## src/rtl/bt_pkg.sv

```systemverilog
// Package: shared mode-code constants and decode helpers for the interval timer.
// Assumes a 3-bit mode code where only four values are legal.
package bt_pkg;

    localparam logic [2:0] MODE_SLOWEST = 3'b000;
    localparam logic [2:0] MODE_SLOW    = 3'b011;
    localparam logic [2:0] MODE_FAST    = 3'b101;
    localparam logic [2:0] MODE_FASTEST = 3'b111;
    localparam logic [2:0] MODE_RESET   = MODE_SLOW;

    // Is the code one of the four accepted tap selections?
    function automatic logic mode_legal(input logic [2:0] code);
        return (code == MODE_SLOWEST) || (code == MODE_SLOW) ||
               (code == MODE_FAST)    || (code == MODE_FASTEST);
    endfunction

    // Map a legal code onto a dense tap index 0..3 (slowest to fastest).
    function automatic logic [1:0] mode_index(input logic [2:0] code);
        logic [1:0] idx;
        case (code)
            MODE_SLOWEST: idx = 2'd0;
            MODE_SLOW:    idx = 2'd1;
            MODE_FAST:    idx = 2'd2;
            default:      idx = 2'd3;
        endcase
        return idx;
    endfunction

endpackage

```

## src/rtl/bt_mode_reg.sv

```systemverilog
// Mode register: stores the 3-bit tap code and drops writes of illegal codes.
// Assumes wr_en is a one-cycle strobe; the restart bit is handled by the parent.
module bt_mode_reg
    import bt_pkg::*;
(
    input  logic       clk,
    input  logic       rst_n,
    input  logic       wr_en,
    input  logic [2:0] wr_code,
    output logic [2:0] mode_q,
    output logic [1:0] tap_sel
);

    logic code_ok;

    // Legality check of the incoming code.
    always_comb code_ok = mode_legal(wr_code);

    // Store legal codes; reset to the slow stabilization code.
    always_ff @(posedge clk) begin
        if (!rst_n)
            mode_q <= MODE_RESET;
        else if (wr_en && code_ok)
            mode_q <= wr_code;
    end

    // Dense tap index for the prescaler.
    always_comb tap_sel = mode_index(mode_q);

    AST_ILLEGAL_KEEPS: assert property (@(posedge clk) disable iff (!rst_n)
        (wr_en && !code_ok) |=> $stable(mode_q)) else $error("illegal code changed mode");

    AST_MODE_ALWAYS_LEGAL: assert property (@(posedge clk) disable iff (!rst_n)
        wr_en |=> mode_legal(mode_q)) else $error("stored mode is illegal");

endmodule

```

## src/rtl/bt_prescaler.sv

```systemverilog
// Prescaler: free-running binary divider that gives a one-cycle tick every
// 2^TAP clocks for the selected tap. Assumes each TAP is at least 1 and at most PRE_W.
module bt_prescaler #(
    parameter int TAP_A = 12,
    parameter int TAP_B = 9,
    parameter int TAP_C = 7,
    parameter int TAP_D = 5,
    parameter int PRE_W = 12
) (
    input  logic       clk,
    input  logic       rst_n,
    input  logic       clr,
    input  logic [1:0] tap_sel,
    output logic       tick
);

    localparam int NUM_TAPS = 4;

    logic [PRE_W-1:0]    div_q;
    logic [NUM_TAPS-1:0] tap_hit;

    // Constant lookup of the tap exponent for index i.
    function automatic int tap_of(input int i);
        case (i)
            0:       return TAP_A;
            1:       return TAP_B;
            2:       return TAP_C;
            default: return TAP_D;
        endcase
    endfunction

    // Divider advance, cleared by restart or stop release.
    always_ff @(posedge clk) begin
        if (!rst_n || clr)
            div_q <= '0;
        else
            div_q <= div_q + 1'b1;
    end

    // One terminal-count detector per tap.
    for (genvar g = 0; g < NUM_TAPS; g++) begin : g_tap
        assign tap_hit[g] = &div_q[tap_of(g)-1:0];
    end

    // Pick the tick of the selected tap.
    always_comb tick = tap_hit[tap_sel];

    AST_DIV_CLEAR: assert property (@(posedge clk) disable iff (!rst_n)
        clr |=> !tick) else $error("tick right after clear");

endmodule

```

## src/rtl/bt_counter.sv

```systemverilog
// Interval counter: counts prescaler ticks and flags the all-ones to zero wrap.
// Assumes tick is a one-cycle pulse; clr takes priority over tick.
module bt_counter #(
    parameter int CNT_W = 8
) (
    input  logic             clk,
    input  logic             rst_n,
    input  logic             clr,
    input  logic             tick,
    output logic [CNT_W-1:0] cnt_o,
    output logic             ovf_o
);

    localparam logic [CNT_W-1:0] CNT_MAX = '1;

    logic [CNT_W-1:0] cnt_q;

    // Count ticks; wrap naturally at the top.
    always_ff @(posedge clk) begin
        if (!rst_n || clr)
            cnt_q <= '0;
        else if (tick)
            cnt_q <= cnt_q + 1'b1;
    end

    // Wrap event, suppressed when a clear lands in the same cycle.
    always_comb ovf_o = tick && (cnt_q == CNT_MAX) && !clr;

    assign cnt_o = cnt_q;

    AST_CNT_CLEAR: assert property (@(posedge clk) disable iff (!rst_n)
        clr |=> (cnt_q == '0)) else $error("counter not cleared");

    AST_CNT_HOLD: assert property (@(posedge clk) disable iff (!rst_n)
        (!clr && !tick) |=> $stable(cnt_q)) else $error("counter moved without tick");

    AST_OVF_WRAPS: assert property (@(posedge clk) disable iff (!rst_n)
        ovf_o |=> (cnt_q == '0)) else $error("no wrap after overflow");

endmodule

```

## src/rtl/bt_interval_timer.sv

```systemverilog
// Interval timer top: mode register, prescaler and counter, plus the request
// flag and the stabilization-ready flag. Assumes wr_en, irq_clr and stop_rel
// are one-cycle pulses synchronous to clk.
module bt_interval_timer #(
    parameter int CNT_W = 8,
    parameter int TAP_A = 12,
    parameter int TAP_B = 9,
    parameter int TAP_C = 7,
    parameter int TAP_D = 5
) (
    input  logic             clk,
    input  logic             rst_n,
    input  logic             wr_en,
    input  logic [3:0]       wr_data,
    output logic [3:0]       mode_rd,
    output logic [CNT_W-1:0] cnt_o,
    output logic             irq_o,
    input  logic             irq_clr,
    input  logic             stop_rel,
    output logic             ready_o
);

    localparam int MAX_AB = (TAP_A > TAP_B) ? TAP_A : TAP_B;
    localparam int MAX_CD = (TAP_C > TAP_D) ? TAP_C : TAP_D;
    localparam int PRE_W  = (MAX_AB > MAX_CD) ? MAX_AB : MAX_CD;

    logic [2:0] mode_q;
    logic [1:0] tap_sel;
    logic       restart;
    logic       clr;
    logic       tick;
    logic       ovf;
    logic       irq_q;
    logic       ready_q;

    // Restart request and the common divider/counter clear.
    always_comb begin
        restart = wr_en && wr_data[3];
        clr     = restart || stop_rel;
    end

    bt_mode_reg u_mode (
        .clk     (clk),
        .rst_n   (rst_n),
        .wr_en   (wr_en),
        .wr_code (wr_data[2:0]),
        .mode_q  (mode_q),
        .tap_sel (tap_sel)
    );

    bt_prescaler #(
        .TAP_A (TAP_A),
        .TAP_B (TAP_B),
        .TAP_C (TAP_C),
        .TAP_D (TAP_D),
        .PRE_W (PRE_W)
    ) u_pre (
        .clk     (clk),
        .rst_n   (rst_n),
        .clr     (clr),
        .tap_sel (tap_sel),
        .tick    (tick)
    );

    bt_counter #(
        .CNT_W (CNT_W)
    ) u_cnt (
        .clk   (clk),
        .rst_n (rst_n),
        .clr   (clr),
        .tick  (tick),
        .cnt_o (cnt_o),
        .ovf_o (ovf)
    );

    // Request flag: restart clears, a wrap sets, the software pulse clears.
    always_ff @(posedge clk) begin
        if (!rst_n || restart)
            irq_q <= 1'b0;
        else if (ovf)
            irq_q <= 1'b1;
        else if (irq_clr)
            irq_q <= 1'b0;
    end

    // Ready flag: low through each settling wait, high from the first wrap after it.
    always_ff @(posedge clk) begin
        if (!rst_n || stop_rel)
            ready_q <= 1'b0;
        else if (ovf)
            ready_q <= 1'b1;
    end

    assign mode_rd = {1'b0, mode_q};
    assign irq_o   = irq_q;
    assign ready_o = ready_q;

    AST_RESTART_CLEARS: assert property (@(posedge clk) disable iff (!rst_n)
        restart |=> (!irq_o && cnt_o == '0)) else $error("restart did not clear");

    AST_IRQ_ON_WRAP: assert property (@(posedge clk) disable iff (!rst_n)
        ovf |=> irq_o) else $error("wrap did not raise request");

    AST_IRQ_HOLDS: assert property (@(posedge clk) disable iff (!rst_n)
        (irq_o && !irq_clr && !restart) |=> irq_o) else $error("request dropped");

    AST_IRQ_CLEARED: assert property (@(posedge clk) disable iff (!rst_n)
        (irq_clr && !ovf) |=> !irq_o) else $error("clear ignored");

    AST_READY_RISES: assert property (@(posedge clk) disable iff (!rst_n)
        (!ready_o && ovf && !stop_rel) |=> ready_o) else $error("ready did not rise");

    AST_STOP_WAIT: assert property (@(posedge clk) disable iff (!rst_n)
        stop_rel |=> (!ready_o && cnt_o == '0)) else $error("stop release ignored");

    AST_RESTART_READS_ZERO: assert property (@(posedge clk) disable iff (!rst_n)
        wr_en |=> !mode_rd[3]) else $error("restart bit reads back");

endmodule

```

## config.mk

```make
export PLATFORM = sky130hd
export DESIGN_NAME = bt_interval_timer
export DESIGN_NICKNAME = d
export VERILOG_FILES = /design/src/rtl/bt_pkg.sv /design/src/rtl/bt_mode_reg.sv /design/src/rtl/bt_prescaler.sv /design/src/rtl/bt_counter.sv /design/src/rtl/bt_interval_timer.sv
export SDC_FILE = /design/constraint.sdc
export NUM_CORES = 1
export LEC_CHECK = 0
export CORE_MARGIN = 8
export CORE_UTILIZATION = 51
export DETAILED_ROUTE_END_ITERATION = 7
export PLACE_DENSITY_LB_ADDON = 0.25
export SETUP_SLACK_MARGIN = 0.3
export SLEW_MARGIN = 10
export SYNTH_ARGS = -nofsm -noshare
export SYNTH_HDL_FRONTEND = slang
export SYNTH_HIERARCHICAL = 1
export SYNTH_SLANG_ARGS = --single-unit
export TNS_END_PERCENT = 50
```

## constraint.sdc

```tcl
create_clock -name clk -period 2.6 [get_ports clk]
set_input_delay 0.39 -clock clk [delete_from_list [all_inputs] [get_ports clk]]
set_output_delay 0.39 -clock clk [all_outputs]
set_load 0.01 [all_outputs]
```

==> metrics.md <==
| Metric | Value |
|---|---|
| Status | complete, no violations |
| Antenna-violating nets left | 0 |
| Wire per inst | 15.0 um |
| Area added between synthesis and finish | 30.5% |
| DR vias | 1108 |
| Vias/cell | 5.65 |
| Initial DRC count | 64 |
| Worst r2r src | u_mode/mode_q[2] |
| Worst Hold Class | reg -> reg |
| Sw power | 0.157 mW |
| Max Slew Vio Count | 0 |
| IO Port Bufs | 21 |
| Initial antenna violation count | 0 |
| Crit path from | u_mode/mode_q[2] |
| FF+latch count, synth | 25 |
| Core area | 2390 um2 |
| Largest cells by area after synthesis | dfxtp_1, a21oi_1, xnor2_1, ha_1, o21ai_0 |
| Minimum clock period after layout | 2280 ps |
| Internal cell power | 0.474 mW |
| Starting density of the core | 51.9% |
| Skew final | 1.71 ps |
| Slowest stage delay, CP | 440 ps |
| IO Count | 23 |
| Fin cells | 196 |
| Worst setup path class | reg -> reg |
| Top-area cell type share of the netlist area | 40.4% |
| Pwr dens | 390 nW/um2 |
| Synthesized area per cell | 8.91 um2 |
| Worst skew pair latency | 330 ps |
| Antenna Cells | 0 |
| RSZ-0062 raised after global routing | true |
| DIE AREA | 4260 um2 |
| Largest net degree at the start of global routing | 16 |
| Post-DP Area | 1460 um2 |
| CTS Sinks | 25 |
| Vias in the first global route | 1192 |
| CP most frequent cell | or3_1 |
| Final Hold Viols | 0 |
| Cells on worst reg2reg path | 8 |
| Peak Freq | 0.438 GHz |
| Total gr overflow | 0 |
| CP Max Fanout | 5 |
| Reg-to-reg endpoint | u_cnt/cnt_o[5] |
| Cell variety after synth | 37 |
| Logic pwr share | 8.8% |
| Critical Path End Type | flip-flop |
| Gr usage total | 14.3% |
| Syn Std Cell Area | 1240 um2 |
| RD Place Congestion | 0.818 |
| CTS Buf Count | 3 |
| Die Span Y | 65.3 um |
| CTS tree | done |
| CTS H-tree lvls | 1 |
| DRC viols | 0 |
| Clock transition at path regs | 140 ps |
| LEAKAGE | 0.596 nW |
| CP arrival | 2550 ps |
| Fraction of layout instances using a drive strength above 1 | 20.5% |
| Total Nets Final | 180 |
| Crit start category | flip-flop |
| Final instance area | 1620 um2 |
| Die W | 65.3 um |
| Clk buf depth | 2 |
| Clock Power Share | 29.3% |
| Final period util | 87.8% |
| R2R setup slack | 320 ps |
| Critical Path Slowest Stage Cell | dfxtp_1 |
| Critical Path RT | 2870 ps |
| Peak supply drop | 374 uV |
| Sequential element share of the synthesized area | 40.4% |
| Max-Cap Viols | 0 |
| Row count | 18 |
| Worst path cell trace | xnor2_1, nand2b_1, or3_1, a221oi_2, buf_4, nand4_4, or3_1, a21oi_2 |
| Gate Count Post-Synth | 139 |
| Syn Nets | 152 |
| First-pass GRT wire length | 5.04 mm |
| Area leader, netlist | dfxtp_1 |
| Drt pass-1 iters | 4 |
| Final setup viols | 0 |
| CP endpoint | u_cnt/cnt_o[5] |
| Yosys warning total | 6 |
| Clk root buf | clkbuf_4 |
| Total routed wirelength | 2.95 mm |
| Min Hold Slack | 494 ps |
| Fin Setup TNS | 0 ps |
| Post-placement cell count | 187 |
| Hpwl dp | 1.98 mm |
| Hold Crit Start | ready_o |
| Sequential share of power | 61.9% |
| Switching Share | 24.8% |
-- layer usage --
layer / wire, um / track usage, %
met5: 0 / 0
met4: 46 / 7.36
met3: 60 / 3.23
met2: 1500 / 24.6
met1: 1330 / 16.1
-- layout make-up --
class	count	area, um2
clock buffer	3	22.5
clock inverter	1	7.51
fill	203	771
inverter	5	18.8
multi-input combinational	103	752
sequential	25	508
tap	30	37.5
timing repair buffer	29	270
-- how the worst min path moves through the flow --
stage	end	cells past startpoint	slack, ps
2_1_floorplan	u_pre/div_q[0]	1	440
3_3_place_gp	u_pre/div_q[10]	2	460
3_5_place_dp	u_pre/div_q[10]	2	480
4_1_cts	u_pre/div_q[10]	2	500
5_1_grt	ready_o	2	520
6_report	ready_o	2	490
-- repair_timing --
item / CTS / global route
endpoints found under the hold margin: 0 / 0
pin swaps: 0 / 9
hold buffers: 0 / 0
resized for setup: 7 / 13
buffers inserted: 1 / 4
setup endpoints to repair: 7 / 6
cloned: 0 / 0
-- power by group through the flow --
stage | clock network (mW) | registers (mW) | logic [mW]
after floorplan | 0 | 0.399 | 0.0267
after global placement | 0 | 0.398 | 0.0491
after detailed placement | 0 | 0.399 | 0.0501
after CTS | 0.189 | 0.391 | 0.0515
after global routing | 0.208 | 0.391 | 0.0613
final | 0.185 | 0.390 | 0.0551
-- critical path: cells and delay by family, from the launching register on --
kind                      cells  cell delay [ps]
AOI/OAI and AO/OA             2              420
xor gates and xnor gates      1              140
buffers and inverters         1              180
DFF                           1              440
and+or+nand+nor               4             1050
-- cells in the final DEF, fill, tap and decap left out, types with 2 or more instances in the layout --
cell             count
clkdlybuf4s50_1     21
dfxtp_1             21
a21oi_1             11
nor2_1               9
nand2_1              8
o21ai_0              8
buf_4                8
nand3_1              6
xnor2_1              6
nand2b_1             5
inv_1                5
or3_1                4
xor2_1               4
clkbuf_4             3
nand4_1              3
dfxtp_2              3
and2_1               3
o31ai_1              3
or4_1                3
nor2b_1              2
a21oi_2              2
mux2i_1              2
ha_1                 2
or3_2                2
-- logic make-up (layout without fill, tap and decap cells) --
group / Yosys count / after routing / share of synthesized area, %
adder cells (fa/ha/maj): 4 / 4 / 4.04
buffers and inverters: 11 / 38 / 5.15
XOR/XNOR: 10 / 10 / 7.07
AND/OR/NAND/NOR: 54 / 54 / 25.3
AO/OA/AOI/OAI: 31 / 31 / 15.3
flip-flops: 25 / 25 / 40.4
other: 1 / 1 / 0.303
multiplexers: 3 / 3 / 2.53
-- state kept, by name, indices dropped and copies added (netlist names) --
name,flops
u_mode/mode_q,3
u_pre/div_q,12
ready_o,1
irq_o,1
u_cnt/cnt_o,8
-- through the flow --
step | utilization [%] | setup WS [ps] | power [mW]
floorplan | - | 303 | 0.426
global placement | 61.3 | 165 | 0.447
detailed placement | 61.3 | 35.7 | 0.449
CTS | 64.3 | 313 | 0.632
global route | 67.7 | 206 | 0.661
finish | 67.7 | 317 | 0.630
-- synthesized netlist by cell type (all sizes together) --
cell type,instances
a211oi,1
a21o,1
a21oi,13
a221oi,1
a2bb2oi,1
a311oi,1
and2,3
and3,1
buf,4
clkbuf,2
conb,1
dfxtp,25
ha,4
inv,5
mux2,1
mux2i,2
nand2,9
nand2b,6
nand3,6
nand4,5
nor2,9
nor2b,2
nor3,1
nor3b,1
nor4,1
o211a,1
o21ai,9
o31ai,3
or3,7
or4,3
xnor2,6
xor2,4
Power figures use the tool's default switching activity.
